File: src/rtl/wsg_pkg.sv
package wsg_pkg;
  localparam int MODE_W = 2;

  typedef enum logic [MODE_W-1:0] {
    MODE_SINGLE     = 2'b00,
    MODE_NORM_EXP   = 2'b01,
    MODE_EMU_SINGLE = 2'b10,
    MODE_EMU_EXP    = 2'b11
  } bus_mode_e;

  function automatic logic mode_is_expanded(bus_mode_e m);
    return (m == MODE_NORM_EXP) || (m == MODE_EMU_EXP);
  endfunction

  function automatic logic mode_is_emul(bus_mode_e m);
    return (m == MODE_EMU_SINGLE) || (m == MODE_EMU_EXP);
  endfunction
endpackage

File: src/rtl/wsg_cfg_reg.sv
module wsg_cfg_reg #(
  parameter int DATA_W = 8,
  parameter int CODE_W = 3,
  parameter int EN_BIT = 7
) (
  input  logic              clk,
  input  logic              rst_n,
  input  logic              wr_en,
  input  logic              rd_en,
  input  logic [DATA_W-1:0] wdata,
  input  logic              emul,
  input  logic [DATA_W-1:0] ext_rdata,
  output logic [DATA_W-1:0] rdata,
  output logic              ext_wr,
  output logic              ext_rd,
  output logic [DATA_W-1:0] ext_wdata,
  output logic              wait_en,
  output logic [CODE_W-1:0] code
);
  localparam logic [DATA_W-1:0] LIVE_MASK =
    (DATA_W'(1) << EN_BIT) | DATA_W'((1 << CODE_W) - 1);

  logic [DATA_W-1:0] local_view;

  always_ff @(posedge clk or negedge rst_n) begin
    if (!rst_n) begin
      wait_en <= 1'b0;
      code    <= '1;
    end else if (wr_en) begin
      wait_en <= wdata[EN_BIT];
      code    <= wdata[CODE_W-1:0];
    end
  end

  always_comb begin
    local_view                = '0;
    local_view[EN_BIT]        = wait_en;
    local_view[CODE_W-1:0]    = code;
  end

  assign rdata     = emul ? ext_rdata : local_view;
  assign ext_wr    = wr_en & emul;
  assign ext_rd    = rd_en & emul;
  assign ext_wdata = wdata;

  AST_RSV_ZERO: assert property (@(posedge clk) disable iff (!rst_n)
    !emul |-> ((rdata & ~LIVE_MASK) == '0));
endmodule

File: src/rtl/wsg_stretch_calc.sv
module wsg_stretch_calc #(
  parameter int CODE_W     = 3,
  parameter int CNT_W      = 4,
  parameter int WAIT_FLOOR = 2
) (
  input  logic              expanded,
  input  logic              wait_en,
  input  logic [CODE_W-1:0] code,
  output logic [CNT_W-1:0]  min_cnt,
  output logic              wait_act
);
  logic [CNT_W-1:0] base;

  always_comb begin
    base = CNT_W'(code) + CNT_W'(1);
    if (wait_en && (base < CNT_W'(WAIT_FLOOR)))
      base = CNT_W'(WAIT_FLOOR);
    min_cnt  = expanded ? base : '0;
    wait_act = expanded & wait_en;
  end
endmodule

File: src/rtl/wsg_seq.sv
module wsg_seq #(
  parameter int CNT_W = 4
) (
  input  logic             clk,
  input  logic             rst_n,
  input  logic             start,
  input  logic [CNT_W-1:0] min_cnt,
  input  logic             wait_act,
  input  logic             xwait_n,
  output logic             busy,
  output logic             stall,
  output logic             done
);
  logic [CNT_W-1:0] cnt_q;
  logic             wait_q;

  always_ff @(posedge clk or negedge rst_n) begin
    if (!rst_n) begin
      busy   <= 1'b0;
      done   <= 1'b0;
      cnt_q  <= '0;
      wait_q <= 1'b0;
    end else begin
      done <= 1'b0;
      if (!busy) begin
        if (start) begin
          if (min_cnt == '0) begin
            done <= 1'b1;
          end else begin
            busy   <= 1'b1;
            cnt_q  <= min_cnt;
            wait_q <= wait_act;
          end
        end
      end else if (cnt_q > CNT_W'(1)) begin
        cnt_q <= cnt_q - CNT_W'(1);
      end else if (!(wait_q && !xwait_n)) begin
        busy <= 1'b0;
        done <= 1'b1;
      end
    end
  end

  assign stall = busy | start;

  AST_DONE_IDLE: assert property (@(posedge clk) disable iff (!rst_n)
    done |-> !busy);
  AST_CNT_LIVE: assert property (@(posedge clk) disable iff (!rst_n)
    busy |-> (cnt_q != '0));
  AST_BUSY_FROM_START: assert property (@(posedge clk) disable iff (!rst_n)
    $rose(busy) |-> $past(start));
  AST_WAIT_EXTENDS: assert property (@(posedge clk) disable iff (!rst_n)
    (busy && cnt_q == CNT_W'(1) && wait_q && !xwait_n) |=> (busy && !done));
  AST_STROBE_IGNORED: assert property (@(posedge clk) disable iff (!rst_n)
    (busy && start && cnt_q > CNT_W'(1)) |=> (busy && cnt_q == $past(cnt_q) - CNT_W'(1)));
endmodule

File: src/rtl/ext_wait_gen.sv
module ext_wait_gen #(
  parameter int DATA_W     = 8,
  parameter int CODE_W     = 3,
  parameter int EN_BIT     = 7,
  parameter int WAIT_FLOOR = 2
) (
  input  logic              clk,
  input  logic              rst_n,
  input  logic [1:0]        mode_i,
  input  logic              cfg_wr_en_i,
  input  logic              cfg_rd_en_i,
  input  logic [DATA_W-1:0] cfg_wdata_i,
  output logic [DATA_W-1:0] cfg_rdata_o,
  output logic              ext_wr_o,
  output logic              ext_rd_o,
  output logic [DATA_W-1:0] ext_wr_data_o,
  input  logic [DATA_W-1:0] ext_rd_data_i,
  input  logic              acc_start_i,
  input  logic              xwait_n_i,
  output logic              stall_o,
  output logic              done_o
);
  import wsg_pkg::*;

  localparam int CNT_W = $clog2((1 << CODE_W) + 1);

  bus_mode_e        mode;
  logic             expanded;
  logic             emul;
  logic             cfg_wait_en;
  logic [CODE_W-1:0] cfg_code;
  logic [CNT_W-1:0] min_cnt;
  logic             wait_act;
  logic             busy;

  assign mode     = bus_mode_e'(mode_i);
  assign expanded = mode_is_expanded(mode);
  assign emul     = mode_is_emul(mode);

  wsg_cfg_reg #(.DATA_W(DATA_W), .CODE_W(CODE_W), .EN_BIT(EN_BIT)) u_cfg (
    .clk       (clk),
    .rst_n     (rst_n),
    .wr_en     (cfg_wr_en_i),
    .rd_en     (cfg_rd_en_i),
    .wdata     (cfg_wdata_i),
    .emul      (emul),
    .ext_rdata (ext_rd_data_i),
    .rdata     (cfg_rdata_o),
    .ext_wr    (ext_wr_o),
    .ext_rd    (ext_rd_o),
    .ext_wdata (ext_wr_data_o),
    .wait_en   (cfg_wait_en),
    .code      (cfg_code)
  );

  wsg_stretch_calc #(.CODE_W(CODE_W), .CNT_W(CNT_W), .WAIT_FLOOR(WAIT_FLOOR)) u_calc (
    .expanded (expanded),
    .wait_en  (cfg_wait_en),
    .code     (cfg_code),
    .min_cnt  (min_cnt),
    .wait_act (wait_act)
  );

  wsg_seq #(.CNT_W(CNT_W)) u_seq (
    .clk      (clk),
    .rst_n    (rst_n),
    .start    (acc_start_i),
    .min_cnt  (min_cnt),
    .wait_act (wait_act),
    .xwait_n  (xwait_n_i),
    .busy     (busy),
    .stall    (stall_o),
    .done     (done_o)
  );

  AST_WAIT_FLOOR: assert property (@(posedge clk) disable iff (!rst_n)
    (expanded && cfg_wait_en) |-> (min_cnt >= CNT_W'(WAIT_FLOOR)));
  AST_PLAIN_ACCESS: assert property (@(posedge clk) disable iff (!rst_n)
    (acc_start_i && !busy && !expanded) |=> done_o);
  AST_WR_MIRROR: assert property (@(posedge clk) disable iff (!rst_n)
    (cfg_wr_en_i && emul) |-> (ext_wr_o && ext_wr_data_o == cfg_wdata_i));
endmodule

File: config.mk
export PLATFORM = sky130hd
export DESIGN_NAME = ext_wait_gen
export DESIGN_NICKNAME = d
export VERILOG_FILES = /design/src/rtl/wsg_pkg.sv /design/src/rtl/wsg_cfg_reg.sv /design/src/rtl/wsg_stretch_calc.sv /design/src/rtl/wsg_seq.sv /design/src/rtl/ext_wait_gen.sv
export SDC_FILE = /design/constraint.sdc
export NUM_CORES = 1
export LEC_CHECK = 0
export BUFFER_PORTS_ARGS = -buffer_cell sky130_fd_sc_hd__buf_2
export CORE_ASPECT_RATIO = 1.5
export CORE_MARGIN = 2
export CORE_UTILIZATION = 39
export DETAILED_ROUTE_END_ITERATION = 7
export GPL_ROUTABILITY_DRIVEN = 0
export PLACE_DENSITY = 0.85
export SLEW_MARGIN = 20
export SYNTH_ARGS = -nofsm -noshare
export SYNTH_HDL_FRONTEND = slang
export SYNTH_SLANG_ARGS = --single-unit
File: constraint.sdc
create_clock -name clk -period 1.85 [get_ports clk]
set_input_delay 0.185 -clock clk [delete_from_list [all_inputs] [get_ports clk]]
set_output_delay 0.185 -clock clk [all_outputs]
set_load 0.05 [all_outputs]
# Word-level counts from Yosys, hierarchy flattened
# Cells that the tools add are included.
classes:
  bitwise_logic: 6
  n_eq_ne: 5
  magnitude_cmp: 2
  n_reduce_logical: 9
  addsub: 2
  mux: 17
ops:
  columns: ["cell", "n"]
  rows:
  - ["$mux 4", 6]
  - ["$mux 1", 10]
  - ["$mux 8", 1]
  - ["$reduce_and 3->1", 2]
  - ["$add 3x1->4 const B", 1]
  - ["$eq 2x2->1 const B", 2]
  - ["$gt 4x1->1 const B", 1]
  - ["$logic_not 4->1", 1]
  - ["$lt 4x2->1 const B", 1]
  - ["$sub 4x1->4 const B", 1]
  - ["$and 1x1->1", 3]
  - ["$eq 2x1->1 const B", 1]
  - ["$logic_and 1x1->1", 2]
  - ["$logic_or 1x1->1", 2]
  - ["$ne 2x1->1 const B", 1]
  - ["$ne 2x2->1 const B", 1]
  - ["$not 1->1", 2]
  - ["$reduce_bool 2->1", 1]
  - ["$logic_not 1->1", 1]
  - ["$or 1x1->1", 1]
word_totals:
  elab_cells: 47
  input_bits: 24
  regBits: 11

# Depth between registers and ports, before layout
# Gate-level depths: netlist of run 1.
depth:
  depth_word: 9
  mapped_depth: 6
  mapped_depth_nobuf: 6

# Hierarchy
# A second synthesis of run 1 with hierarchy kept.
unflattened:
  cells_unflattened: 86
  hier_area_um2: 844.6
modules_own_cells:
  columns: ["mod", "cells_per_inst", "area_per_inst_um2", "instances"]
  rows:
  - ["wsg_seq", 43, 427.9, 1]
  - ["wsg_cfg_reg", 27, 325.3, 1]
  - ["wsg_stretch_calc", 14, 83.8, 1]
  - ["ext_wait_gen", 2, 7.5, 1]

# Worst setup path after synthesis of run 1
# OpenSTA, ideal clock, no wires.
synth_timing:
  path_kind: "flip-flop to flip-flop"
  from: "register u_cfg.code[0]"
  to: "register u_seq.cnt_q[0]"
  t_required_ns: 1.727
  setup_time_ns: 0.123
  t_arrival_ns: 1.677
  synth_period_minus_slack_ns: 1.800
  n_path_buf: 0
  stages_incl_launch_ff: 6
  setup_slack_ns: 0.050
  path_cell_list: "dfstp_2 -> ha_1 -> or3b_1 -> a2bb2oi_2 -> o21bai_2 -> o221a_1"
synth_via:
  elab_chain_len: 8
  elab_cells_between_ends: 11
  classes_between: "add/sub (1); order compare (1); eq/ne (1); mux (5); reduce/logical (3)"
synth_rtl:
  columns: ["item", "line", "source"]
  rows:
  - ["from (decl)", "wsg_cfg_reg.sv:18", "output logic [CODE_W-1:0] code"]
  - ["from (signal assigned)", "wsg_cfg_reg.sv:31", "code <= wdata[CODE_W-1:0];"]
  - ["$add 3x1->4 (*)", "wsg_stretch_calc.sv:15", "base = CNT_W'(code) + CNT_W'(1);"]
  - ["$lt 4x2->1", "wsg_stretch_calc.sv:16", "if (wait_en && (base < CNT_W'(WAIT_FLOOR)))"]
  - ["$logic_and 1x1->1", "wsg_stretch_calc.sv:16", null]
  - ["$mux 4 (*)", "wsg_stretch_calc.sv:16", null]
  - ["$mux 4 (*)", "wsg_stretch_calc.sv:18", "min_cnt = expanded ? base : '0;"]
  - ["$logic_not 4->1 / $mux 4 (equally long branches)", "wsg_seq.sv:27", "if (min_cnt == '0) begin"]
  - ["$ne 2x1->1 (no source line) / $mux 4 (equally long branches)", null, null]
  - ["$reduce_and 3->1 (no source line) / $mux 4 (equally long branches)", null, null]
  - ["to (signal assigned)", "wsg_seq.sv:31", "cnt_q <= min_cnt;"]
  - ["to (signal assigned)", "wsg_seq.sv:36", "cnt_q <= cnt_q - CNT_W'(1);"]
  - ["to (decl)", "wsg_seq.sv:14", "logic [CNT_W-1:0] cnt_q;"]
# Every way passes the cells marked *; elsewhere a longest branch is shown, timed or not. The select of a mux whose other input is x is not followed.
# A chain may end at the register's enable or synchronous reset.

# Worst setup path after layout of run 1
# Same ends and word-level chain as after synthesis.

==> results of run 1 <==
==> stage by stage <==
step / hold slack (ns) / util, % / setup slack (ns) / TNS, ns / std cells
finish: 0.147 / 51.1 / 0.00743 / 0 / 137
global route: 0.138 / 51.1 / -0.0287 / -0.0287 / 137
CTS: 0.139 / 50.5 / 0.0103 / 0 / 137
detailed placement: 0.0693 / 48.6 / 0.0168 / 0 / 132
global placement: 0.0572 / 48.6 / 0.0683 / 0 / 132
floorplan: -0.111 / - / 0.0504 / 0 / 82
==> critical path, delay by kind of cell, from the launching register on <==
family,cells,cell delay (ns)
compound gates,3,0.57
flops,1,0.56
simple gates,1,0.38
fa+ha+maj,1,0.21
==> sequential cells by signal, indices dropped and copies added, names as in the netlist <==
name / cells
u_seq.wait_q: 1
u_cfg.code: 3
u_seq.done: 1
u_seq.busy: 1
u_seq.cnt_q: 4
u_cfg.wait_en: 1
==> routing by layer <==
metal  vias up  global-route usage, %  part of all wire (%)
met1       330                   15.9                    36
met3         7                   6.77                   6.9
met2        28                   31.5                    55
li1        346                      -                     -
met5         -                      0                     0
met4         0                   9.52                   2.6
==> cell type report <==
type                       count  area [sq um]  share of cell area [%]
sequential                    11           279                    27.6
tap                           22          27.5                    2.72
clock inverter                 1          5.00                   0.495
timing repair buffer          39           208                    20.5
clock buffer                   3          22.5                    2.23
multi-input combinational     57           454                    44.9
inverter                       4          15.0                    1.49
==> worst max path at each step <==
stage / from / end / slack [ns] / cells after the start
finish: u_cfg.code[0] / u_seq.cnt_q[0] / 0.007 / 5
global route: u_cfg.code[0] / u_seq.cnt_q[0] / -0.03 / 5
CTS: u_cfg.code[0] / u_seq.cnt_q[0] / 0.01 / 5
detailed placement: u_cfg.code[0] / u_seq.cnt_q[0] / 0.02 / 5
global placement: u_cfg.code[0] / u_seq.cnt_q[0] / 0.07 / 5
floorplan: u_cfg.code[0] / u_seq.cnt_q[0] / 0.05 / 5
==> kinds of logic (layout without fill, tap and decap cells) <==
group                    Yosys count  count (layout)
flip-flops                        11              11
XOR/XNOR                           2               2
multiplexers                       9               9
adder cells (fa/ha/maj)            3               3
AO/OA/AOI/OAI                     17              17
buffers and inverters             14              47
AND/OR/NAND/NOR                   26              26
==> power breakdown <==
group          switching, W  internal (W)
Combinational      0.000369      0.000291
Clock             0.0000973     0.0000804
Sequential         0.000103      0.000334
==> cell usage in the layout, fill, tap and decap left out, types with 2 or more instances in the layout <==
| master | synthesis | final |
|---|---|---|
| and2_1 | 7 | 7 |
| buf_2 | 1 | 35 |
| dfstp_2 | 3 | 3 |
| nor2b_1 | 2 | 2 |
| o31a_1 | 2 | 2 |
| mux2_2 | 8 | 8 |
| o21ai_0 | 4 | 4 |
| nor3b_1 | 2 | 2 |
| nor2_1 | 3 | 3 |
| o221a_1 | 2 | 2 |
| a22oi_1 | 2 | 2 |
| clkbuf_4 | 0 | 3 |
| buf_4 | 8 | 3 |
| ha_1 | 3 | 2 |
| a21oi_1 | 2 | 2 |
| dfrtp_1 | 8 | 8 |
| inv_1 | 4 | 4 |
| nand2_1 | 7 | 7 |
==> repair_timing <==
item,4_1_cts,5_1_grt
hold endpoints to repair,8,0
hold buffers,1,0
setup endpoints to repair,0,2
resized for setup,0,1
==> impl_metrics.env, run 1 <==
export IMPL_postCtsSetupRepairBufs=0
export IMPL_startpoint_type="flip-flop"
export IMPL_die_x_um=41.1
export IMPL_yosys_top_cells_count="8 x buf_4, 8 x dfrtp_1, 8 x mux2_2"
export IMPL_maxCapViolCount=0
export IMPL_grt_max_degree=12
export IMPL_period_share_pct=99.6
export IMPL_max_slew_margin_rel_pct=58.8
export IMPL_netlist_cell_type_count=31
export IMPL_crit_chain="ha_4 > or3b_1 > a2bb2oi_2 > o21bai_2 > o221a_1"
export IMPL_post_drt_wl_per_cell_um=14.1
export IMPL_drt_pass1_iterations=2
export IMPL_grt_use_total_pct=17.8
export IMPL_io_pins=44
export IMPL_rrSetupSlack_ns=0.007
export IMPL_synth_top_family_by_area="simple AND/OR/NAND/NOR gates"
export IMPL_cts_sinks=11
export IMPL_rsz0062_at_grt="yes"
export IMPL_row_count=20
export IMPL_h_tree_depth=1
export IMPL_synth_async_reset_ratio_pct=100
export IMPL_fillCellCount=175
export IMPL_vias=711
export IMPL_power_density_nw_per_um2=1260
export IMPL_vias_per_cell=5.19
export IMPL_setup_violations=0
export IMPL_fin_area_sq_um=1010
export IMPL_timing_worst_setup_path_type="flip-flop to flip-flop"
export IMPL_cpPeakStageDelay_ns=0.56
export IMPL_path_clk_slew_ns=0.08
export IMPL_reg2reg_depth=5
export IMPL_endpoint_kind="flip-flop"
export IMPL_synth_nets=109
export IMPL_yosysTopAreaCellShare_pct=24.9
export IMPL_synth_warnings=0
export IMPL_drive_above_1_share_pct=52.2
export IMPL_synthSimpleGateAreaFrac_pct=18.4
export IMPL_slowest_stage="dfstp_2"
export IMPL_crit_required_ns=2.03
export IMPL_power_leakage_nw=0.497
export IMPL_r2r_end="u_seq.cnt_q[0]"
export IMPL_r2r_start="u_cfg.code[0]"
export IMPL_diodes=0
export IMPL_synth_area_top_cells="dfrtp_1 25%, mux2_2 11%, dfstp_2 9.8%"
export IMPL_antenna_found_initial=0
export IMPL_synth_avg_cell_area_sq_um=9.81
export IMPL_drt_iter0_drc=19
export IMPL_yosysSeqAreaShare_pct=34.7
export IMPL_synthMuxAreaShare_pct=12.4
export IMPL_irDropWorstVdd_uv=515
export IMPL_fmax_mhz=543
export IMPL_dp_hpwl_um=1560
export IMPL_synth_ff_type="dfrtp_1"
export IMPL_core_area_sq_um=1980
export IMPL_cts_buffer_depth=2
export IMPL_syn_area_sq_um=805
export IMPL_arrival_ns=2.02
export IMPL_drc=0
export IMPL_io_buffers=35
export IMPL_cts_tree="yes"
export IMPL_synth_compound_area_share_pct=17.3
export IMPL_skew_ns=0.00469
export IMPL_synth_xor_area_share_pct=2.18
export IMPL_status="completed"
export IMPL_synthAdderAreaFrac_pct=4.67
export IMPL_min_from="cfg_wdata_i[7]"
export IMPL_drt_total_wl_um=1930
export IMPL_syn_to_final_growth_pct=25.7
export IMPL_clk_latency_ns=0.28
export IMPL_worstHoldPathCells=2
export IMPL_hold_violations=0
export IMPL_grt_pass1_vias=686
export IMPL_period_minus_slack_ns=1.84
export IMPL_yosysTopAreaCell="dfrtp_1"
export IMPL_die_y_um=59.6
export IMPL_synth_edff_count=0
export IMPL_ant_nets=0
export IMPL_hold_path_class="primary input to flip-flop"
export IMPL_synthCells=82
export IMPL_nNetsFinal=143
export IMPL_cts_root_buf="clkbuf_4"
export IMPL_start_util_pct=40.7
export IMPL_p_total_w=0.00128
export IMPL_grt_ovfl_total=0
export IMPL_tightest_slew_ns=0.602
export IMPL_slew_viol_final=0
export IMPL_grt_pass1_wl_um=2860
export IMPL_synth_seq_cells=11
export IMPL_dpl_instance_area_sq_um=961
export IMPL_hold_end="u_cfg.wait_en"
export IMPL_crit_fanout=4
export IMPL_cts_inserted_buffers=3
export IMPL_dieArea_sq_um=2450
Power figures use the tool's default switching activity.
==> run 2: changes to the inputs <==
Clock period 1.85 ns to 1.6 ns, I/O delays scaled along.
==> impl_metrics.env, run 2 (same netlist as run 1, synthesis figures left out) <==
export IMPL_hold_path_class="primary input to flip-flop"
export IMPL_startpoint="u_cfg.code[1]"
export IMPL_crit_fanout=4
export IMPL_arrival_ns=1.95
export IMPL_r2r_end="u_seq.cnt_q[0]"
export IMPL_io_pins=44
export IMPL_io_buffers=35
export IMPL_timing_worst_setup_path_type="flip-flop to flip-flop"
export IMPL_nNetsFinal=147
export IMPL_dr_wl_met2_um=1010
export IMPL_grt_pass1_wl_um=2750
export IMPL_die_y_um=59.6
export IMPL_reg2reg_depth=5
export IMPL_largest_registers="u_seq.cnt_q: 4 flops, u_cfg.code: 3 flops"
export IMPL_crit_chain="ha_4 > or3b_1 > a2bb2oi_2 > o21bai_2 > o221a_1"
export IMPL_crit_required_ns=1.75
export IMPL_m1WireLength_um=698
export IMPL_period_minus_slack_ns=1.80
export IMPL_drive_above_1_share_pct=53.8
export IMPL_cts_sinks=11
export IMPL_fin_ws_ns=-0.195
export IMPL_drt_total_wl_um=1860
export IMPL_antenna_found_initial=0
export IMPL_maxCapViolCount=0
export IMPL_rrSetupSlack_ns=-0.20
export IMPL_hold_violations=0
export IMPL_dieArea_sq_um=2450
export IMPL_vias=710
export IMPL_path_clk_slew_ns=0.07
export IMPL_cp_endpoint="u_seq.cnt_q[0]"
export IMPL_start_util_pct=40.7
export IMPL_max_slew_margin_rel_pct=72.9
export IMPL_cts_root_buf="clkbuf_4"
export IMPL_power_density_nw_per_um2=1480
export IMPL_drt_pass1_iterations=4
export IMPL_power_leakage_nw=0.520
export IMPL_grt_use_total_pct=16.7
export IMPL_endpoint_kind="flip-flop"
export IMPL_core_area_sq_um=1980
export IMPL_drc=0
export IMPL_regArea_sq_um=279
export IMPL_grt_ovfl_total=0
export IMPL_cpPeakStageDelay_ns=0.56
export IMPL_startpoint_type="flip-flop"
export IMPL_setup_violations=7
export IMPL_die_x_um=41.1
export IMPL_final_common_cell="buf_2"
export IMPL_r2r_start="u_cfg.code[1]"
export IMPL_drt_iter0_drc=9
export IMPL_fillCellCount=166
export IMPL_final_cell_mix="35 x buf_2, 8 x mux2_2, 8 x dfrtp_1"
export IMPL_fmax_mhz=557
export IMPL_rsz0062_at_grt="yes"
export IMPL_cts_inserted_buffers=3
export IMPL_skew_ns=0.000818
export IMPL_slew_viol_final=0
export IMPL_grt_max_degree=12
export IMPL_dp_hpwl_um=1560
export IMPL_post_drt_wl_per_cell_um=13.2
export IMPL_diodes=0
export IMPL_status="finished, violations left"
export IMPL_h_tree_depth=1
export IMPL_slowest_stage="dfstp_2"
export IMPL_route_met3_wl_um=132
export IMPL_clk_latency_ns=0.27
export IMPL_highest_layer="met4"
export IMPL_multiInputGateArea_sq_um=468
export IMPL_grt_pass1_vias=657
export IMPL_vias_per_cell=5.04
export IMPL_cts_tree="yes"
export IMPL_violations="setup timing"
export IMPL_place_ws_ns=-0.210
export IMPL_irDropWorstVdd_uv=787
export IMPL_row_count=20
export IMPL_ant_nets=0
export IMPL_cts_buffer_depth=2
export IMPL_regMostFlops="u_seq.cnt_q"
export IMPL_largest_reg_flops=4
export IMPL_syn_to_final_growth_pct=30.9
export IMPL_tightest_slew_ns=0.406
export IMPL_final_core_util_pct=53.3
export IMPL_whs_ns=0.142
export IMPL_period_share_pct=112
## run 2: final cells by class
cell class,instances,share of cell area [%]
Timing Repair Buffer,43,22.6
Clock buffer,4,2.49
Inverter,4,1.43
Tap cell,22,2.61
Sequential cell,11,26.5
Multi-Input combinational cell,57,44.4
## run 2: layer usage
metal / track usage (%) / vias up
met3: 2.63 / 2
li1: - / 354
met1: 15.8 / 328
met2: 32.4 / 26
met5: 0 / -
met4: 5.71 / 0
## run 2: worst min-delay path by stage
stage / start / to / cells past startpoint
2_1_floorplan: rst_n / u_cfg.wait_en / 0
3_3_place_gp: rst_n / u_seq.done / 1
3_5_place_dp: rst_n / u_seq.done / 1
4_1_cts: cfg_wdata_i[7] / u_cfg.wait_en / 2
5_1_grt: cfg_wdata_i[1] / u_cfg.code[1] / 2
6_report: cfg_wdata_i[7] / u_cfg.wait_en / 2
## run 2: worst max-delay path, delay by kind of cell (launching register included)
family | cells | cell delay [ns]
compound gates | 3 | 0.56
simple gates | 1 | 0.36
flops | 1 | 0.56
fa+ha+maj | 1 | 0.20
## run 2: through the flow
step	TNS, ns	cell area [sq um]	total power (W)	instances
after floorplan	-0.755	817	0.00111	82
after global placement	-0.823	1000	0.00129	136
after detailed placement	-0.981	1000	0.00133	136
after CTS	-0.857	1040	0.00152	141
after global routing	-1.34	1050	0.00167	141
final	-0.845	1050	0.00156	141
## run 2: power breakdown
group / switching, W / internal [W]
Combinational: 0.000463 / 0.000399
Clock: 0.0000911 / 0.0000965
Sequential: 0.000119 / 0.000387
Total: 0.000673 / 0.000882
## run 2: timing repair
item | in CTS | in global routing
endpoints found under the hold margin | 11 | 0
resized for setup | 0 | 3
hold buffers | 1 | 0
endpoints found under the setup margin | 7 | 7
pin swaps | 3 | 0
buffers inserted | 0 | 0
